`config.mk`:
```
export PLATFORM = sky130hd
export DESIGN_NAME = tick_timer_unit
export DESIGN_NICKNAME = d
export VERILOG_FILES = /design/src/rtl/tmr_pkg.sv /design/src/rtl/tmr_reload_ctr.sv /design/src/rtl/tmr_irq_latch.sv /design/src/rtl/tmr_stamp_ctr.sv /design/src/rtl/tick_timer_unit.sv
export SDC_FILE = /design/constraint.sdc
export NUM_CORES = 1
export LEC_CHECK = 0
export ABC_AREA = 1
export BUFFER_PORTS_ARGS = -buffer_cell sky130_fd_sc_hd__buf_2
export CAP_MARGIN = 20
export CORE_MARGIN = 10
export CORE_UTILIZATION = 38
export CTS_CLUSTER_DIAMETER = 50
export DETAILED_ROUTE_END_ITERATION = 8
export PLACE_DENSITY_LB_ADDON = 0.2
export SYNTH_ARGS = -nofsm -noshare
export SYNTH_HDL_FRONTEND = slang
export SYNTH_HIERARCHICAL = 1
export SYNTH_SLANG_ARGS = --single-unit
```
`constraint.sdc`:
```
create_clock -name clk -period 1.7 [get_ports clk]
set_input_delay 0.34 -clock clk [delete_from_list [all_inputs] [get_ports clk]]
set_output_delay 0.34 -clock clk [all_outputs]
set_load 0.02 [all_outputs]
```
`src/rtl/tmr_pkg.sv`:
```
package tmr_pkg;
  localparam int ADDR_W  = 3;
  localparam int CTRL_W  = 8;
  localparam int EN_BIT  = 7;
  localparam int PER_BIT = 6;
  localparam int SRC_BIT = 3;

  typedef enum logic [ADDR_W-1:0] {
    A_RELOAD   = 3'd0,
    A_COUNT    = 3'd1,
    A_CTRL     = 3'd2,
    A_ACK      = 3'd3,
    A_STAMP_LO = 3'd4,
    A_STAMP_HI = 3'd5
  } reg_addr_e;
endpackage

```
`src/rtl/tmr_reload_ctr.sv`:
```
module tmr_reload_ctr #(
  parameter int CNT_W = 16
) (
  input  logic             clk,
  input  logic             rst_n,
  input  logic             en,
  input  logic             en_rise,
  input  logic             step,
  input  logic             periodic,
  input  logic             load_wr,
  input  logic [CNT_W-1:0] load_data,
  output logic [CNT_W-1:0] load_q,
  output logic [CNT_W-1:0] count_q,
  output logic             underflow,
  output logic             load_upd
);
  // next count on a tick: decrement, or reload/wrap at zero
  function automatic logic [CNT_W-1:0] f_next(input logic [CNT_W-1:0] cur,
                                              input logic [CNT_W-1:0] rel,
                                              input logic per);
    if (cur == '0) return per ? rel : '1;
    return cur - 1'b1;
  endfunction

  assign load_upd  = load_wr & en;
  assign underflow = step & (count_q == '0) & ~load_upd;

  always_ff @(posedge clk or negedge rst_n) begin
    if (!rst_n) begin
      load_q  <= '0;
      count_q <= '0;
    end else begin
      if (load_wr) load_q <= load_data;
      if (load_upd)     count_q <= load_data;
      else if (en_rise) count_q <= load_q;
      else if (step)    count_q <= f_next(count_q, load_q, periodic);
    end
  end
endmodule

```
`src/rtl/tmr_irq_latch.sv`:
```
module tmr_irq_latch (
  input  logic clk,
  input  logic rst_n,
  input  logic set_i,
  input  logic clr_i,
  output logic irq_q
);
  always_ff @(posedge clk or negedge rst_n) begin
    if (!rst_n)     irq_q <= 1'b0;
    else if (set_i) irq_q <= 1'b1;
    else if (clr_i) irq_q <= 1'b0;
  end
endmodule

```
`src/rtl/tmr_stamp_ctr.sv`:
```
module tmr_stamp_ctr #(
  parameter int STAMP_W = 40
) (
  input  logic               clk,
  input  logic               rst_n,
  input  logic               en_wr,
  input  logic               en_data,
  input  logic               tick,
  output logic               en_q,
  output logic [STAMP_W-1:0] stamp_q
);
  always_ff @(posedge clk or negedge rst_n) begin
    if (!rst_n) begin
      en_q    <= 1'b0;
      stamp_q <= '0;
    end else begin
      if (en_wr) en_q <= en_data;
      if (en_q && tick) stamp_q <= stamp_q + 1'b1;
    end
  end
endmodule

```
`src/rtl/tick_timer_unit.sv`:
```
module tick_timer_unit #(
  parameter int CNT_W   = 16,
  parameter int STAMP_W = 40,
  parameter int DATA_W  = 32
) (
  input  logic                       clk,
  input  logic                       rst_n,
  input  logic                       tick_fast,
  input  logic                       tick_slow,
  input  logic                       tick_stamp,
  input  logic                       bus_wr,
  input  logic [tmr_pkg::ADDR_W-1:0] bus_addr,
  input  logic [DATA_W-1:0]          bus_wdata,
  output logic [DATA_W-1:0]          bus_rdata,
  output logic                       irq
);
  import tmr_pkg::*;

  localparam int HI_W = STAMP_W - DATA_W;

  reg_addr_e          addr_e;
  logic               wr_reload, wr_ctrl, wr_ack, wr_hi;
  logic [CTRL_W-1:0]  ctrl_q;
  logic               en, periodic, en_rise, step;
  logic [CNT_W-1:0]   load_q, count_q;
  logic               underflow, load_upd;
  logic               stamp_en;
  logic [STAMP_W-1:0] stamp_q;

  assign addr_e    = reg_addr_e'(bus_addr);
  assign wr_reload = bus_wr && (addr_e == A_RELOAD);
  assign wr_ctrl   = bus_wr && (addr_e == A_CTRL);
  assign wr_ack    = bus_wr && (addr_e == A_ACK);
  assign wr_hi     = bus_wr && (addr_e == A_STAMP_HI);

  assign en       = ctrl_q[EN_BIT];
  assign periodic = ctrl_q[PER_BIT];
  assign en_rise  = wr_ctrl && bus_wdata[EN_BIT] && !en;
  assign step     = en && (ctrl_q[SRC_BIT] ? tick_fast : tick_slow);

  always_ff @(posedge clk or negedge rst_n) begin
    if (!rst_n)       ctrl_q <= '0;
    else if (wr_ctrl) ctrl_q <= bus_wdata[CTRL_W-1:0];
  end

  tmr_reload_ctr #(.CNT_W(CNT_W)) u_ctr (
    .clk       (clk),
    .rst_n     (rst_n),
    .en        (en),
    .en_rise   (en_rise),
    .step      (step),
    .periodic  (periodic),
    .load_wr   (wr_reload),
    .load_data (bus_wdata[CNT_W-1:0]),
    .load_q    (load_q),
    .count_q   (count_q),
    .underflow (underflow),
    .load_upd  (load_upd)
  );

  tmr_irq_latch u_irq (
    .clk   (clk),
    .rst_n (rst_n),
    .set_i (underflow),
    .clr_i (wr_ack),
    .irq_q (irq)
  );

  tmr_stamp_ctr #(.STAMP_W(STAMP_W)) u_stamp (
    .clk     (clk),
    .rst_n   (rst_n),
    .en_wr   (wr_hi),
    .en_data (bus_wdata[HI_W]),
    .tick    (tick_stamp),
    .en_q    (stamp_en),
    .stamp_q (stamp_q)
  );

  always_comb begin
    bus_rdata = '0;
    case (addr_e)
      A_RELOAD:   bus_rdata[CNT_W-1:0]  = load_q;
      A_COUNT:    bus_rdata[CNT_W-1:0]  = count_q;
      A_CTRL:     bus_rdata[CTRL_W-1:0] = ctrl_q;
      A_STAMP_LO: bus_rdata             = stamp_q[DATA_W-1:0];
      A_STAMP_HI: begin
        bus_rdata[HI_W-1:0] = stamp_q[STAMP_W-1:DATA_W];
        bus_rdata[HI_W]     = stamp_en;
      end
      default:    bus_rdata = '0;
    endcase
  end
endmodule

```
==> Yosys cells after proc, flatten, opt, wreduce, memory -nomap -nowiden <==
Index checks and enable logic that the tools add are counted.
{ "totals": {"word_cells": 47, "inputBits": 41, "reg_bits": 82} }
{ "classes": {"muxes": 17, "eq_ne": 5, "add_sub_neg": 2, "n_reduce_logical": 13, "bitwise": 4} }
{ "op_table": {"columns": ["op", "n"], "rows": [
  ["$mux 16", 7],
  ["$add 40x1->40 const B", 1],
  ["$pmux 8 s5", 1],
  ["$pmux 7 s3", 1],
  ["$logic_not 16->1", 1],
  ["$sub 16x1->16 const B", 1],
  ["$logic_and 1x1->1", 8],
  ["$mux 1", 7],
  ["$eq 3x2->1 const B", 2],
  ["$eq 3x3->1 const B", 2],
  ["$pmux 1 s4", 1],
  ["$and 1x1->1", 3],
  ["$eq 3x1->1 const B", 1],
  ["$logic_not 3->1", 1],
  ["$reduce_bool 3->1", 1],
  ["$reduce_bool 2->1", 1],
  ["$logic_not 1->1", 1],
  ["$not 1->1", 1]
]} }

==> Depth between registers and ports, before layout <==
{ "depth": {"ltp_word": 10, "ltp_mapped": 14} }

==> Cells and area by module <==
Netlist, hierarchy kept.
{ "by_module_without_submodules": {"columns": ["module", "cells_each", "n_inst", "area_per_inst_um2", "seq_area_each_um2"], "rows": [
  ["tmr_stamp_ctr", 305, 1, 2358.5, 1026.0],
  ["tmr_reload_ctr", 331, 1, 2195.9, 800.8],
  ["tick_timer_unit", 218, 1, 1122.3, 200.2],
  ["tmr_irq_latch", 5, 1, 40.0, 25.0]
]} }

==> Least setup slack after synthesis <==
Ideal clock, no wire load.
{ "synth_path": {"path_kind": "in2reg", "start": "input port bus_addr[2] in the netlist's numbering", "end": "register u_ctr.count_q[15]", "arrival_time_ns": 2.089, "n_path_buf": 3, "path_stages": 9, "setup_slack_ns": -0.516, "cell_sequence": "buf_4 -> buf_1 -> nor4_1 -> nand2_1 -> buf_4 -> nand3_2 -> inv_1 -> a211oi_1 -> a21oi_1"} }
{ "synth_via": {"word_cells_on_any_way": 10} }
{ "synth_rtl": {"columns": ["item", "line_no", "source"], "rows": [
  ["start, declared", "tick_timer_unit.sv:12", "input logic [tmr_pkg::ADDR_W-1:0] bus_addr,"],
  ["$logic_not 3->1 *", "tick_timer_unit.sv:31", "assign wr_reload = bus_wr && (addr_e == A_RELOAD);"],
  ["$logic_and 1x1->1 *", "tick_timer_unit.sv:31", null],
  ["via wr_reload", "tick_timer_unit.sv:22", "logic wr_reload, wr_ctrl, wr_ack, wr_hi;"],
  ["$and 1x1->1 *", "tmr_reload_ctr.sv:25", "assign load_upd = load_wr & en;"],
  ["$reduce_bool 3->1 (no source line) or $mux 16 (tied branches)", null, null],
  ["end signal, assigned", "tmr_reload_ctr.sv:34", "if (load_upd) count_q <= load_data;"],
  ["end signal, assigned", "tmr_reload_ctr.sv:35", "else if (en_rise) count_q <= load_q;"],
  ["end signal, assigned", "tmr_reload_ctr.sv:36", "else if (step) count_q <= f_next(count_q, load_q, periodic);"],
  ["end, declared", "tmr_reload_ctr.sv:13", "output logic [CNT_W-1:0] count_q,"]
]} }
The timed path passes the listed nets; every way through them passes the cells marked *.
A chain may end at the register's enable or synchronous reset.

==> Worst setup path in the final report <==
{ "layout_path": {"start": "register u_ctr.count_q[1]", "end": "register u_ctr.count_q[7]"} }
{ "layout_via": {"elab_chain_cells": 9, "word_cells_on_any_way": 10} }
{ "layout_lines": {"columns": ["item", "line_no", "source"], "rows": [
  ["parallel branches: the longest is 5 deep, another holds $sub 16x1->16", null, null],
  ["$mux 16 *", "tmr_reload_ctr.sv:22", "return cur - 1'b1;"],
  ["$mux 16 *", "tmr_reload_ctr.sv:36", null],
  ["$mux 16 *", "tmr_reload_ctr.sv:35", null],
  ["$mux 16 *", "tmr_reload_ctr.sv:34", null]
]} }
Mark *: on every way between the ends. The select of a mux whose other input is x is not followed.

==> reports/qor.yml <==
run_status: "finished with violations"
violations: "setup timing"
initial_core_util_pct: 39.0
power.switching_w: 0.00267
n_fill_cell: 1484
overflow: 0
drt_iter0_markers: 550
post_dp_cell_area_um2: 6700
insertion_delay_ns: 0.34
syn_inst: 859
ys_async_sr_fraction_pct: 100
cts_max_path_buffers: 2
numCtsBuffers: 9
final_util_pct: 50.5
wirelength_um: 17200
slew_violations: 0
leakage_nw: 3.60
post-dp-hpwl_um: 12900
synthDistinctLibCells: 40
grt_max_degree: 33
synth-edff-count: 0
switching_share_pct: 37.4
clock-root-buffer: "clkbuf_16"
relSlewSlack_pct: 74.0
clk_pin_slew_ns: 0.06
ys_seq_elements: 82
ys.flop_type: "dfrtp_1"
cp.arrival_ns: 1.98
clkSinkCount: 82
io-pin-count: 74
antenna_found_initial: 0
grt_pass1_wl_um: 27500
die-area_um2: 20400
path_class: "reg2reg"
setup_viol: 1
seqPwrFrac_pct: 37.9
cts_tree: "done"
fin_crit_sh_pct: 101
areaGrowthSynthToFinish_pct: 29.4
whs_ns: 0.216
via_per_inst: 4.88
design_area_um2: 7400
groute.usage.overall_pct: 16.8
layout_common_cells: "nand2_1 (245), inv_1 (122), nor2_1 (94)"
vias: 5688
final_hold_viol_count: 0
num_rows: 44
p_int_w: 0.00447
io_buffers: 57
timing.final.crit_period_ns: 1.72
ant_nets: 0
synthesis.area_um2: 5720
crit_path_end_kind: "flip-flop"
irDropWorstVdd_uv: 580
max_freq_ghz: 0.583
final_nets: 1021
setup_ws_ns: -0.0161
fp.dieH_um: 143
pwr-share-comb_pct: 36.2
ys_seq_area_share_pct: 35.9
drive_above_1_share_pct: 25.9
finClkSkew_ns: 0.00863
fin_setup_tns_ns: -0.0161
place_congestion: 0.900
drcViolationCount: 0
first_pass_iters: 5
p_clk_share_pct: 25.9
maxCapViolCount: 0
h-tree-depth: 3
crit_required_ns: 1.96
synth.avg_cell_area_um2: 6.66
design.core.area_um2: 14600
die_w_um: 143
worstMarginPinSlew_ns: 0.390
dpl_worst_slack_ns: -0.120
diodes: 0
cp_max_fo: 6
routedWlPerCell_um: 14.8
grt_pass1_vias: 5329
ys_warn_count: 6
powerDensity_nw_per_um2: 966
layout_commonest_cell: "nand2_1"
rsz0062_at_grt: "yes"
hp-class: "in2reg"
syn-num-nets: 903
cp-start-kind: "flip-flop"
r2r_slack_ns: -0.02
-- per-layer routing --
metal	wire length [µm]	GRT usage (%)
met5	0	0
met4	218	4.89
met3	978	3.65
met2	7650	25.7
met1	8360	23.4
-- state kept, by name, summed over array words and instances, names as in the netlist --
register / flops
u_ctr/count_q: 16
u_irq/irq_q: 1
u_ctr/load_q: 16
ctrl_q: 8
u_stamp/stamp_q: 40
u_stamp/en_q: 1
-- metrics by stage --
step / instances / power, W
after floorplan: 859 / 0.00405
after CTS: 1157 / 0.00684
after global placement: 1140 / 0.00490
after global routing: 1166 / 0.00765
after detailed placement: 1140 / 0.00492
final: 1166 / 0.00715
-- cells by family (layout without fill, tap and decap cells) --
| family | count (synthesis) | in the layout | synth area share [%] |
|---|---|---|---|
| AO/OA/AOI/OAI | 52 | 52 | 4.79 |
| flip-flops | 82 | 82 | 35.9 |
| buffers and inverters | 154 | 276 | 11.1 |
| AND/OR/NAND/NOR | 542 | 543 | 43.5 |
| XOR/XNOR | 25 | 25 | 3.83 |
| multiplexers | 1 | 1 | 0.197 |
| adder cells (fa/ha/maj) | 3 | 3 | 0.657 |
-- critical path, stage by stage (launching register included) --
cell,delay (ns)
dfrtp_1,0.39
buf_4,0.16
nor2_1,0.14
nand2_2,0.14
nor2_1,0.26
nor2_1,0.09
o21ai_2,0.19
nand3_1,0.13
a21oi_1,0.15
-- power by group through the flow --
stage               logic [W]  registers (W)  clock network (W)
floorplan             0.00139        0.00266                  0
global placement      0.00220        0.00270                  0
detailed placement    0.00222        0.00270                  0
CTS                   0.00227        0.00267            0.00191
global route          0.00290        0.00276            0.00199
finish                0.00259        0.00271            0.00185
-- final timing paths --
path	startpoint	to	cells after the start
setup reg to reg	u_ctr/count_q[1]$_DFFE_PN0P_	u_ctr/count_q[7]$_DFFE_PN0P_	8
hold reg to reg	u_irq/irq_q$_DFFE_PN0P_	u_irq/irq_q$_DFFE_PN0P_	2
setup / recovery	u_ctr/count_q[1]$_DFFE_PN0P_	u_ctr/count_q[7]$_DFFE_PN0P_	8
min in group asynchronous	rst_n	u_stamp/en_q$_DFFE_PN0P_	2
max in group asynchronous	rst_n	u_ctr/count_q[5]$_DFFE_PN0P_	3
hold / removal	bus_wdata[13]	u_ctr/load_q[13]$_DFFE_PN0P_	3
-- synthesized netlist by cell type, types with 2 or more instances --
| library cell | n | share of area [%] |
|---|---|---|
| nor3_1 | 8 | 0.70 |
| ha_1 | 3 | 0.66 |
| inv_1 | 131 | 8.6 |
| nor2_2 | 11 | 1.2 |
| o21ai_2 | 2 | 0.31 |
| nor2_1 | 109 | 7.2 |
| nand3_2 | 3 | 0.53 |
| o21ai_0 | 34 | 3.0 |
| nand3_1 | 100 | 8.8 |
| clkinv_1 | 3 | 0.20 |
| dfrtp_1 | 82 | 36 |
| clkbuf_1 | 3 | 0.20 |
| nor3_2 | 2 | 0.35 |
| buf_2 | 6 | 0.53 |
| nor2_4 | 11 | 2.2 |
| o21ai_1 | 3 | 0.26 |
| nand2_1 | 257 | 17 |
| buf_6 | 3 | 0.59 |
| buf_4 | 4 | 0.53 |
| nand2_2 | 12 | 1.3 |
| nand3_4 | 2 | 0.61 |
| nand2_4 | 3 | 0.59 |
| xnor2_1 | 11 | 1.7 |
| xor2_1 | 14 | 2.1 |
| nand4_1 | 9 | 0.98 |
| a21oi_1 | 11 | 0.96 |
| nand3b_1 | 9 | 1.2 |
-- timing repair --
action / 4_1_cts / 5_1_grt
gates resized for setup: 22 / 94
hold buffers: 1 / 0
pin swaps: 3 / 26
setup endpoints to repair: 16 / 57
endpoints found under the hold margin: 24 / 0
cloned: 0 / 2
buffers inserted: 0 / 8
-- final cells by class --
class,count,area [µm²],area share [%]
clock buffers,12,246,3.33
flip-flops and latches,82,2050,27.8
inverters,136,519,7.02
multi-input cells,624,3300,44.6
clock inverters,4,27.5,0.372
repair buffers,124,1020,13.8
well taps,184,230,3.11
(Power assumes the default switching activity.)
